===== src/rtl/pgring_pkg.sv =====
package pgring_pkg;

  typedef enum logic [3:0] {
    OP_NOP        = 4'd0,
    OP_LOAD_PAGE  = 4'd1,
    OP_SETUP_DATA = 4'd2,
    OP_SETUP_MSG  = 4'd3,
    OP_POP_REQ    = 4'd4,
    OP_PUSH_CMP   = 4'd5,
    OP_PUSH_MSG   = 4'd6,
    OP_FLUSH_REQ  = 4'd7,
    OP_FLUSH_CMP  = 4'd8,
    OP_CLEAN      = 4'd9
  } op_e;

  // Field codes of the shared state area, in the order a setup burst walks them.
  typedef enum logic [3:0] {
    F_REQ_PROD = 4'd0,
    F_REQ_CONS = 4'd1,
    F_REQ_LOG2 = 4'd2,
    F_CMP_PROD = 4'd3,
    F_CMP_CONS = 4'd4,
    F_CMP_LOG2 = 4'd5,
    F_MSG_PROD = 4'd6,
    F_MSG_CONS = 4'd7,
    F_MSG_LOG2 = 4'd8
  } field_e;

  localparam int NUM_RINGS = 3;

  // Number of significant bits of x, never less than one.
  function automatic logic [6:0] bit_len_min1(input logic [63:0] x);
    logic [6:0] n;
    n = 7'd1;
    for (int i = 0; i < 64; i++) begin
      if (x[i]) n = 7'(i + 1);
    end
    return n;
  endfunction

endpackage


===== src/rtl/pgring_core.sv =====
module pgring_core
  import pgring_pkg::*;
#(
  parameter int ADDR_W     = 48,
  parameter int IDX_W      = 32,
  parameter int PAGE_SHIFT = 12,
  parameter int MAX_PAGES  = 4,
  parameter int EPP        = 32,
  parameter int DSZ        = 128,
  localparam int PGN_W  = ADDR_W - PAGE_SHIFT,
  localparam int SLOT_W = (MAX_PAGES > 1) ? $clog2(MAX_PAGES) : 1,
  localparam int NP_W   = $clog2(MAX_PAGES + 1),
  localparam int LOG_W  = $clog2(IDX_W + 1),
  localparam int EPP_SH = $clog2(EPP)
) (
  input  logic              clk,
  input  logic              rst_n,
  input  logic              clean_i,
  input  logic              pg_we_i,
  input  logic [SLOT_W-1:0] pg_slot_i,
  input  logic [PGN_W-1:0]  pg_num_i,
  input  logic              init_i,
  input  logic [NP_W-1:0]   npages_i,
  input  logic              adv_i,
  output logic [IDX_W-1:0]  ptr_o,
  output logic [IDX_W-1:0]  mask_o,
  output logic [LOG_W-1:0]  log2_o,
  output logic [ADDR_W-1:0] addr_o
);

  logic [PGN_W-1:0]  tbl_rd [MAX_PAGES];
  logic [IDX_W-1:0]  ptr_q, ptr_d;
  logic [IDX_W-1:0]  mask_q, mask_d, mask_new;
  logic [LOG_W-1:0]  log_q, log_d, log_new;
  logic [63:0]       last_idx;
  logic [6:0]        blen;
  logic              st_en;

  // Page table: one register per entry, each with its own write enable.
  for (genvar p = 0; p < MAX_PAGES; p++) begin : g_pg
    logic             ent_en;
    logic [PGN_W-1:0] ent_q, ent_d;

    assign ent_en = clean_i | (pg_we_i & (pg_slot_i == SLOT_W'(p)));
    assign ent_d  = clean_i ? '0 : pg_num_i;

    always_ff @(posedge clk or negedge rst_n) begin
      if (!rst_n)      ent_q <= '0;
      else if (ent_en) ent_q <= ent_d;
    end

    assign tbl_rd[p] = ent_q;
  end

  // Ring size: bit length of (entries - 1), clamped to the pointer width.
  always_comb begin
    last_idx = 64'(npages_i) * 64'(EPP) - 64'd1;
    blen     = bit_len_min1(last_idx);
    if (blen >= 7'(IDX_W)) begin
      log_new  = LOG_W'(IDX_W);
      mask_new = '1;
    end else begin
      log_new  = LOG_W'(blen);
      mask_new = (IDX_W'(1) << blen) - IDX_W'(1);
    end
  end

  always_comb begin
    ptr_d  = ptr_q;
    log_d  = log_q;
    mask_d = mask_q;
    if (clean_i) begin
      ptr_d  = '0;
      log_d  = '0;
      mask_d = '0;
    end else if (init_i) begin
      ptr_d  = '0;
      log_d  = log_new;
      mask_d = mask_new;
    end else if (adv_i) begin
      ptr_d  = ptr_q + IDX_W'(1);
    end
  end

  assign st_en = clean_i | init_i | adv_i;

  always_ff @(posedge clk or negedge rst_n) begin
    if (!rst_n) begin
      ptr_q  <= '0;
      log_q  <= '0;
      mask_q <= '0;
    end else if (st_en) begin
      ptr_q  <= ptr_d;
      log_q  <= log_d;
      mask_q <= mask_d;
    end
  end

  // Address: masked slot -> page-table index and in-page index.
  logic [IDX_W-1:0]  slot;
  logic [SLOT_W-1:0] page_sel;
  logic [EPP_SH-1:0] in_page;
  logic [ADDR_W-1:0] base, offs;

  assign slot     = ptr_q & mask_q;
  assign page_sel = SLOT_W'(slot >> EPP_SH);
  assign in_page  = EPP_SH'(slot);
  assign base     = {tbl_rd[page_sel], {PAGE_SHIFT{1'b0}}};
  assign offs     = ADDR_W'(in_page) * ADDR_W'(DSZ);
  assign addr_o   = base + offs;

  assign ptr_o  = ptr_q;
  assign mask_o = mask_q;
  assign log2_o = log_q;

endmodule


===== src/rtl/pgring_addr_gen.sv =====
module pgring_addr_gen
  import pgring_pkg::*;
#(
  parameter int ADDR_W     = 48,
  parameter int IDX_W      = 32,
  parameter int PAGE_SHIFT = 12,
  parameter int MAX_PAGES  = 4,
  parameter int REQ_EPP    = 32,
  parameter int REQ_DSZ    = 128,
  parameter int CMP_EPP    = 128,
  parameter int CMP_DSZ    = 32,
  parameter int MSG_EPP    = 32,
  parameter int MSG_DSZ    = 128,
  localparam int PGN_W  = ADDR_W - PAGE_SHIFT,
  localparam int SLOT_W = (MAX_PAGES > 1) ? $clog2(MAX_PAGES) : 1,
  localparam int NP_W   = $clog2(MAX_PAGES + 1),
  localparam int LOG_W  = $clog2(IDX_W + 1)
) (
  input  logic              clk,
  input  logic              rst_n,
  input  logic              op_valid,
  output logic              op_ready,
  input  logic [3:0]        op_code,
  input  logic [1:0]        op_ring,
  input  logic [SLOT_W-1:0] op_slot,
  input  logic [PGN_W-1:0]  op_pgnum,
  input  logic [NP_W-1:0]   op_pages_a,
  input  logic [NP_W-1:0]   op_pages_b,
  input  logic [IDX_W-1:0]  host_req_prod,
  input  logic [IDX_W-1:0]  host_msg_prod,
  input  logic [IDX_W-1:0]  host_msg_cons,
  output logic [ADDR_W-1:0] rsp_addr,
  output logic              rsp_none,
  output logic              wb_valid,
  output logic [3:0]        wb_field,
  output logic [IDX_W-1:0]  wb_data
);

  localparam logic [2:0] DATA_BURST_LEFT = 3'd5;
  localparam logic [2:0] MSG_BURST_LEFT  = 3'd2;

  op_e  code;
  logic ack;
  logic is_load, is_setup_d, is_setup_m, is_pop_req, is_push_cmp, is_push_msg;
  logic is_flush_req, is_flush_cmp, is_clean;

  logic [NUM_RINGS-1:0] pg_we, init, adv;
  logic [NP_W-1:0]      np_sel [NUM_RINGS];
  logic [IDX_W-1:0]     ptr    [NUM_RINGS];
  logic [IDX_W-1:0]     mask   [NUM_RINGS];
  logic [LOG_W-1:0]     lg     [NUM_RINGS];
  logic [ADDR_W-1:0]    addr   [NUM_RINGS];

  logic data_ok_q, data_ok_d, msg_ok_q, msg_ok_d, flag_en;
  logic req_has, msg_room;

  logic [2:0]       seq_left_q, seq_left_d;
  logic [3:0]       seq_field_q, seq_field_d;
  logic             wb_valid_q, wb_valid_d;
  logic [3:0]       wb_field_q, wb_field_d;
  logic [IDX_W-1:0] wb_data_q, wb_data_d;
  logic [IDX_W-1:0] seq_value;

  // Operation decode
  assign code     = op_e'(op_code);
  assign op_ready = (seq_left_q == 3'd0);
  assign ack      = op_valid & op_ready;

  assign is_load      = ack && (code == OP_LOAD_PAGE);
  assign is_setup_d   = ack && (code == OP_SETUP_DATA);
  assign is_setup_m   = ack && (code == OP_SETUP_MSG);
  assign is_pop_req   = ack && (code == OP_POP_REQ);
  assign is_push_cmp  = ack && (code == OP_PUSH_CMP);
  assign is_push_msg  = ack && (code == OP_PUSH_MSG);
  assign is_flush_req = ack && (code == OP_FLUSH_REQ);
  assign is_flush_cmp = ack && (code == OP_FLUSH_CMP);
  assign is_clean     = ack && (code == OP_CLEAN);

  // Availability checks
  assign req_has  = data_ok_q && (host_req_prod != ptr[0]);
  assign msg_room = msg_ok_q && ((host_msg_prod - host_msg_cons) <= mask[2]);

  // Per-ring control
  always_comb begin
    for (int r = 0; r < NUM_RINGS; r++) begin
      pg_we[r] = is_load && (op_ring == 2'(r));
    end
    init[0]   = is_setup_d;
    init[1]   = is_setup_d;
    init[2]   = is_setup_m && data_ok_q;
    adv[0]    = is_pop_req && req_has;
    adv[1]    = is_push_cmp && data_ok_q;
    adv[2]    = is_push_msg && msg_room;
    np_sel[0] = op_pages_a;
    np_sel[1] = op_pages_b;
    np_sel[2] = op_pages_a;
  end

  for (genvar r = 0; r < NUM_RINGS; r++) begin : g_ring
    localparam int EPP = (r == 0) ? REQ_EPP : ((r == 1) ? CMP_EPP : MSG_EPP);
    localparam int DSZ = (r == 0) ? REQ_DSZ : ((r == 1) ? CMP_DSZ : MSG_DSZ);

    pgring_core #(
      .ADDR_W     (ADDR_W),
      .IDX_W      (IDX_W),
      .PAGE_SHIFT (PAGE_SHIFT),
      .MAX_PAGES  (MAX_PAGES),
      .EPP        (EPP),
      .DSZ        (DSZ)
    ) u_core (
      .clk       (clk),
      .rst_n     (rst_n),
      .clean_i   (is_clean),
      .pg_we_i   (pg_we[r]),
      .pg_slot_i (op_slot),
      .pg_num_i  (op_pgnum),
      .init_i    (init[r]),
      .npages_i  (np_sel[r]),
      .adv_i     (adv[r]),
      .ptr_o     (ptr[r]),
      .mask_o    (mask[r]),
      .log2_o    (lg[r]),
      .addr_o    (addr[r])
    );
  end

  // Pop response, same cycle as acceptance
  always_comb begin
    rsp_none = 1'b0;
    rsp_addr = '0;
    if (is_pop_req) begin
      rsp_none = ~req_has;
      if (req_has) rsp_addr = addr[0];
    end else if (is_push_cmp) begin
      rsp_none = ~data_ok_q;
      if (data_ok_q) rsp_addr = addr[1];
    end else if (is_push_msg) begin
      rsp_none = ~msg_room;
      if (msg_room) rsp_addr = addr[2];
    end
  end

  // Configured flags
  always_comb begin
    data_ok_d = data_ok_q;
    msg_ok_d  = msg_ok_q;
    if (is_clean) begin
      data_ok_d = 1'b0;
      msg_ok_d  = 1'b0;
    end else if (is_setup_d) begin
      data_ok_d = 1'b1;
    end else if (is_setup_m && data_ok_q) begin
      msg_ok_d  = 1'b1;
    end
  end

  assign flag_en = is_clean | is_setup_d | is_setup_m;

  always_ff @(posedge clk or negedge rst_n) begin
    if (!rst_n) begin
      data_ok_q <= 1'b0;
      msg_ok_q  <= 1'b0;
    end else if (flag_en) begin
      data_ok_q <= data_ok_d;
      msg_ok_q  <= msg_ok_d;
    end
  end

  // Write-back sequencer
  always_comb begin
    case (field_e'(seq_field_q))
      F_REQ_LOG2: seq_value = IDX_W'(lg[0]);
      F_CMP_LOG2: seq_value = IDX_W'(lg[1]);
      F_MSG_LOG2: seq_value = IDX_W'(lg[2]);
      default:    seq_value = '0;
    endcase
  end

  always_comb begin
    wb_valid_d  = 1'b0;
    wb_field_d  = wb_field_q;
    wb_data_d   = wb_data_q;
    seq_left_d  = seq_left_q;
    seq_field_d = seq_field_q;
    if (seq_left_q != 3'd0) begin
      wb_valid_d  = 1'b1;
      wb_field_d  = seq_field_q;
      wb_data_d   = seq_value;
      seq_left_d  = seq_left_q - 3'd1;
      seq_field_d = seq_field_q + 4'd1;
    end else if (is_setup_d) begin
      wb_valid_d  = 1'b1;
      wb_field_d  = F_REQ_PROD;
      wb_data_d   = '0;
      seq_left_d  = DATA_BURST_LEFT;
      seq_field_d = F_REQ_CONS;
    end else if (is_setup_m && data_ok_q) begin
      wb_valid_d  = 1'b1;
      wb_field_d  = F_MSG_PROD;
      wb_data_d   = '0;
      seq_left_d  = MSG_BURST_LEFT;
      seq_field_d = F_MSG_CONS;
    end else if (is_flush_req) begin
      wb_valid_d  = 1'b1;
      wb_field_d  = F_REQ_CONS;
      wb_data_d   = ptr[0];
    end else if (is_flush_cmp) begin
      wb_valid_d  = 1'b1;
      wb_field_d  = F_CMP_PROD;
      wb_data_d   = ptr[1];
    end else if (is_push_msg && msg_room) begin
      wb_valid_d  = 1'b1;
      wb_field_d  = F_MSG_PROD;
      wb_data_d   = ptr[2] + IDX_W'(1);
    end
  end

  always_ff @(posedge clk or negedge rst_n) begin
    if (!rst_n) begin
      wb_valid_q  <= 1'b0;
      seq_left_q  <= '0;
      seq_field_q <= '0;
    end else begin
      wb_valid_q  <= wb_valid_d;
      seq_left_q  <= seq_left_d;
      seq_field_q <= seq_field_d;
    end
  end

  always_ff @(posedge clk or negedge rst_n) begin
    if (!rst_n) begin
      wb_field_q <= '0;
      wb_data_q  <= '0;
    end else if (wb_valid_d) begin
      wb_field_q <= wb_field_d;
      wb_data_q  <= wb_data_d;
    end
  end

  assign wb_valid = wb_valid_q;
  assign wb_field = wb_field_q;
  assign wb_data  = wb_data_q;

endmodule


===== config.mk =====
export PLATFORM = sky130hd
export DESIGN_NAME = pgring_addr_gen
export DESIGN_NICKNAME = d
export VERILOG_FILES = /design/src/rtl/pgring_pkg.sv /design/src/rtl/pgring_core.sv /design/src/rtl/pgring_addr_gen.sv
export SDC_FILE = /design/constraint.sdc
export NUM_CORES = 1
export LEC_CHECK = 0
export ABC_AREA = 0
export ABC_CLOCK_PERIOD_IN_PS = 5950
export CORE_AREA = 5 5 311 313
export CTS_CLUSTER_SIZE = 28
export DETAILED_ROUTE_END_ITERATION = 16
export DIE_AREA = 0 0 316 318
export PLACE_DENSITY = 0.53
export SYNTH_ARGS = -nofsm -noshare
export SYNTH_HDL_FRONTEND = slang
export SYNTH_SLANG_ARGS = --single-unit
export TNS_END_PERCENT = 5

===== constraint.sdc =====
create_clock -name clk -period 5.95 [get_ports clk]
set_input_delay 1.19 -clock clk [delete_from_list [all_inputs] [get_ports clk]]
set_output_delay 1.19 -clock clk [all_outputs]
set_load 0.1 [all_outputs]

==> impl_metrics.env <==
export IMPL_violations="setup timing"
export IMPL_overflow=0
export IMPL_multi_input_area_sq_mm=0.01686
export IMPL_yosys_area_share_simple_pct=18.94
export IMPL_ios=236
export IMPL_wl_per_cell_um=21.70
export IMPL_hold_viol=0
export IMPL_grt_antenna_before_repair=7
export IMPL_finalPower_mw=10.95
export IMPL_syn_inst=3615
export IMPL_r2r_start="g_ring[2].u_core.mask_o[31]"
export IMPL_dieArea_sq_mm=0.1005
export IMPL_synth_xor_area_share_pct=2.915
export IMPL_yosys_warnings=0
export IMPL_final_common_cell="nand2_1"
export IMPL_critPathArrivalTime_ns=5.31
export IMPL_regArea_sq_mm=0.01526
export IMPL_tritoncts="built"
export IMPL_cts_root_buf="clkbuf_16"
export IMPL_powerDensity_mw_per_mm2=265.1
export IMPL_cts_buffers=74
export IMPL_dr_pass1_iters=5
export IMPL_finalCritPeriodShare_pct=109.3
export IMPL_synthArstFlopShare_pct=100.0
export IMPL_drive_gt1_share_pct=17.32
export IMPL_vias=27766
export IMPL_worst_slack_ns=-0.5529
export IMPL_tightest_slew_ns=1.203
export IMPL_final_setup_skew_ns=0.02574
export IMPL_syn_to_final_growth_pct=27.35
export IMPL_synth_top_family_by_area="simple AND/OR/NAND/NOR gates"
export IMPL_syn_area_per_cell_sq_um=8.975
export IMPL_clockBufferDepth=3
export IMPL_grt_use_total_pct=21.88
export IMPL_path_class="input port to primary output"
export IMPL_min_path_cells=1
export IMPL_std_cell_rows=113
export IMPL_slew_headroom_pct=19.81
export IMPL_startpoint_type="input port"
export IMPL_vias_per_cell=5.347
export IMPL_grt_pass1_vias=27386
export IMPL_cap_violations=0
export IMPL_utilization_pct=43.94
export IMPL_place_hpwl_mm=70.20
export IMPL_synth_mux_area_share_pct=8.017
export IMPL_p_leak_nw=17.70
export IMPL_fp_dieW_um=316
export IMPL_initial_utilization_pct=34.51
export IMPL_synth_edff_count=0
export IMPL_yosysSeqAreaShare_pct=47.05
export IMPL_die_y_um=318
export IMPL_port_buffers=230
export IMPL_ant_nets=0
export IMPL_layout_common_cells="963 x nand2_1, 610 x dfrtp_1, 529 x a21oi_1, 188 x buf_4, 151 x clkdlybuf4s50_1"
export IMPL_min_path_type="flop to flop"
export IMPL_finalSetupViolations=42
export IMPL_layout_cells_non_filler=5193
export IMPL_cts_hold_buf=0
export IMPL_synth_ff_type="dfrtp_1"
export IMPL_core_sq_mm=0.09402
export IMPL_wirelength_mm=112.7
export IMPL_final_net_count=4089
export IMPL_clock_latency_ns=0.66
export IMPL_synth_fa_ha_area_share_pct=2.877
export IMPL_hold_start="g_ring[1].u_core.mask_o[6]"
export IMPL_crit_fanout=6
export IMPL_placed_cells=5032
export IMPL_rsz0062_at_grt="yes"
export IMPL_cp_end_kind="primary output"
export IMPL_place_ws_ns=-1.140
export IMPL_nFillCells=9038
export IMPL_grt_pass1_wl_mm=171.9
export IMPL_grt_max_degree=184
export IMPL_synth_compound_area_share_pct=15.54
export IMPL_ir_drop_mv=0.1827
export IMPL_drt_iter0_drc=2549
export IMPL_r2r_cells=14
export IMPL_ys_ff_latch=610
export IMPL_clock_sinks=610
export IMPL_drc=0
export IMPL_ys_types=80
export IMPL_required_ns=4.76
export IMPL_finalCriticalPeriod_ns=6.503
export IMPL_synth_area_sq_mm=0.03244
export IMPL_htree_levels=3
export IMPL_fmax_mhz=153.8
export IMPL_clkSlewWorstSetupHoldPaths_ns=0.05
export IMPL_cp_startpoint="host_msg_prod[1]"
export IMPL_finalMaxSlewViolations=0
export IMPL_status="complete, but fails checks"
export IMPL_finalWeightedCongestion=0.8342
==> what timing repair did <==
action,4_1_cts,5_1_grt
setup buffers,18,5
cloned,2,1
endpoints found under the setup margin,66,49
pin swaps,75,63
resized for setup,153,54
==> area by class of cell <==
| cell class | instances | area share [%] |
|---|---|---|
| diodes | 3 | 0.01817 |
| clock buffers | 110 | 5.172 |
| clock inverters | 25 | 0.9448 |
| inverters | 106 | 0.9993 |
| multi-input cells | 2627 | 40.80 |
| flip-flops and latches | 610 | 36.94 |
| well taps | 1265 | 3.831 |
| repair buffers | 447 | 11.29 |
==> state kept, by name, indices dropped and copies added, names as in the netlist <==
signal                    flops
msg_ok_q                      1
wb_valid                      1
g_ring.u_core.log2_o         14
g_ring.u_core.mask_o         22
g_ring.u_core.ptr_o          96
seq_field_q                   4
seq_left_q                    3
wb_field                      4
data_ok_q                     1
wb_data                      32
g_ring.u_core.g_pg.ent_q    432
==> final timing paths <==
| path | to | slack, ns |
|---|---|---|
| min reg2reg | g_ring[1].u_core.mask_o[6] | 0.48 |
| max | rsp_addr[26] | -0.55 |
| min in group asynchronous | g_ring[2].u_core.g_pg[3].ent_q[33] | 0.55 |
| min | g_ring[1].u_core.mask_o[6] | 0.48 |
| max reg2reg | wb_data[1] | 1.69 |
| max in group asynchronous | wb_data[1] | 3.97 |
==> worst max-delay path, stage by stage <==
cell       delay [ns]
buf_4            0.12
ha_4             0.22
nor2b_4          0.12
o31a_1           0.35
o311ai_4         0.35
a21oi_4          0.12
o2111ai_4        0.25
nand2_2          0.10
a221o_1          0.37
xnor2_2          0.16
ha_1             0.30
nand4_1          0.13
buf_4            0.18
buf_4            0.13
o221ai_2         0.18
buf_4            0.14
o221a_4          0.37
buf_12           0.22
o21ai_4          0.07
buf_12           0.18
==> Yosys cell counts, types with 10 or more instances <==
cell | number | area share [%]
or3_1 | 21 | 0.40
nand3_1 | 92 | 1.4
dfrtp_1 | 610 | 47
a31oi_1 | 14 | 0.27
nand4_1 | 43 | 0.83
a21o_1 | 52 | 1.2
a22o_1 | 10 | 0.27
buf_1 | 19 | 0.22
mux4_2 | 108 | 7.5
o21ai_0 | 72 | 1.1
inv_1 | 104 | 1.2
nand2b_1 | 20 | 0.39
a21oi_1 | 541 | 8.3
and3_1 | 29 | 0.56
xnor2_1 | 61 | 1.6
or2_2 | 11 | 0.21
nand2_1 | 974 | 11
and4_1 | 10 | 0.27
o21a_1 | 13 | 0.30
nor3_1 | 32 | 0.49
nor2_1 | 148 | 1.7
o31ai_1 | 26 | 0.60
buf_2 | 22 | 0.34
a22oi_1 | 38 | 0.88
nor2b_1 | 11 | 0.21
and2_1 | 11 | 0.21
a211oi_1 | 18 | 0.42
o21ai_1 | 23 | 0.35
ha_1 | 73 | 2.8
clkbuf_1 | 228 | 2.6
xor2_1 | 47 | 1.3
a311oi_1 | 11 | 0.30
==> routing by layer <==
layer | GRT usage [%] | up-vias | wire, um
li1 | - | 12959 | -
met2 | 35.08 | 809 | 53420
met1 | 31.40 | 13857 | 50240
met3 | 3.673 | 135 | 7019
met4 | 4.616 | 6 | 1990
met5 | 0 | - | 33
==> report_power, final <==
group | switching, mW | internal [mW] | leakage [nW]
clock | 1.93 | 2.74 | 1.23
combinational | 1.04 | 0.706 | 8.02
sequential | 0.167 | 4.37 | 8.45
==> stage by stage <==
stage	TNS (ns)	hold WS, ns	area [sq um]
floorplan	-26.92	0.4391	32770
global placement	-82.28	0.4590	37840
detailed placement	-87.38	0.4657	37840
CTS	-24.32	0.4801	41110
global route	-29.65	0.4967	41310
finish	-20.99	0.4814	41320
==> kinds of logic after synthesis <==
kind of cell,count (synthesis)
adders and majority gates,74
other,2
and+or+nand+nor,1439
buffers and inverters,383
muxes,124
AOI/OAI and AO/OA,875
xor gates and xnor gates,108
DFF,610
Note: power is estimated with default switching activity, not from simulation.
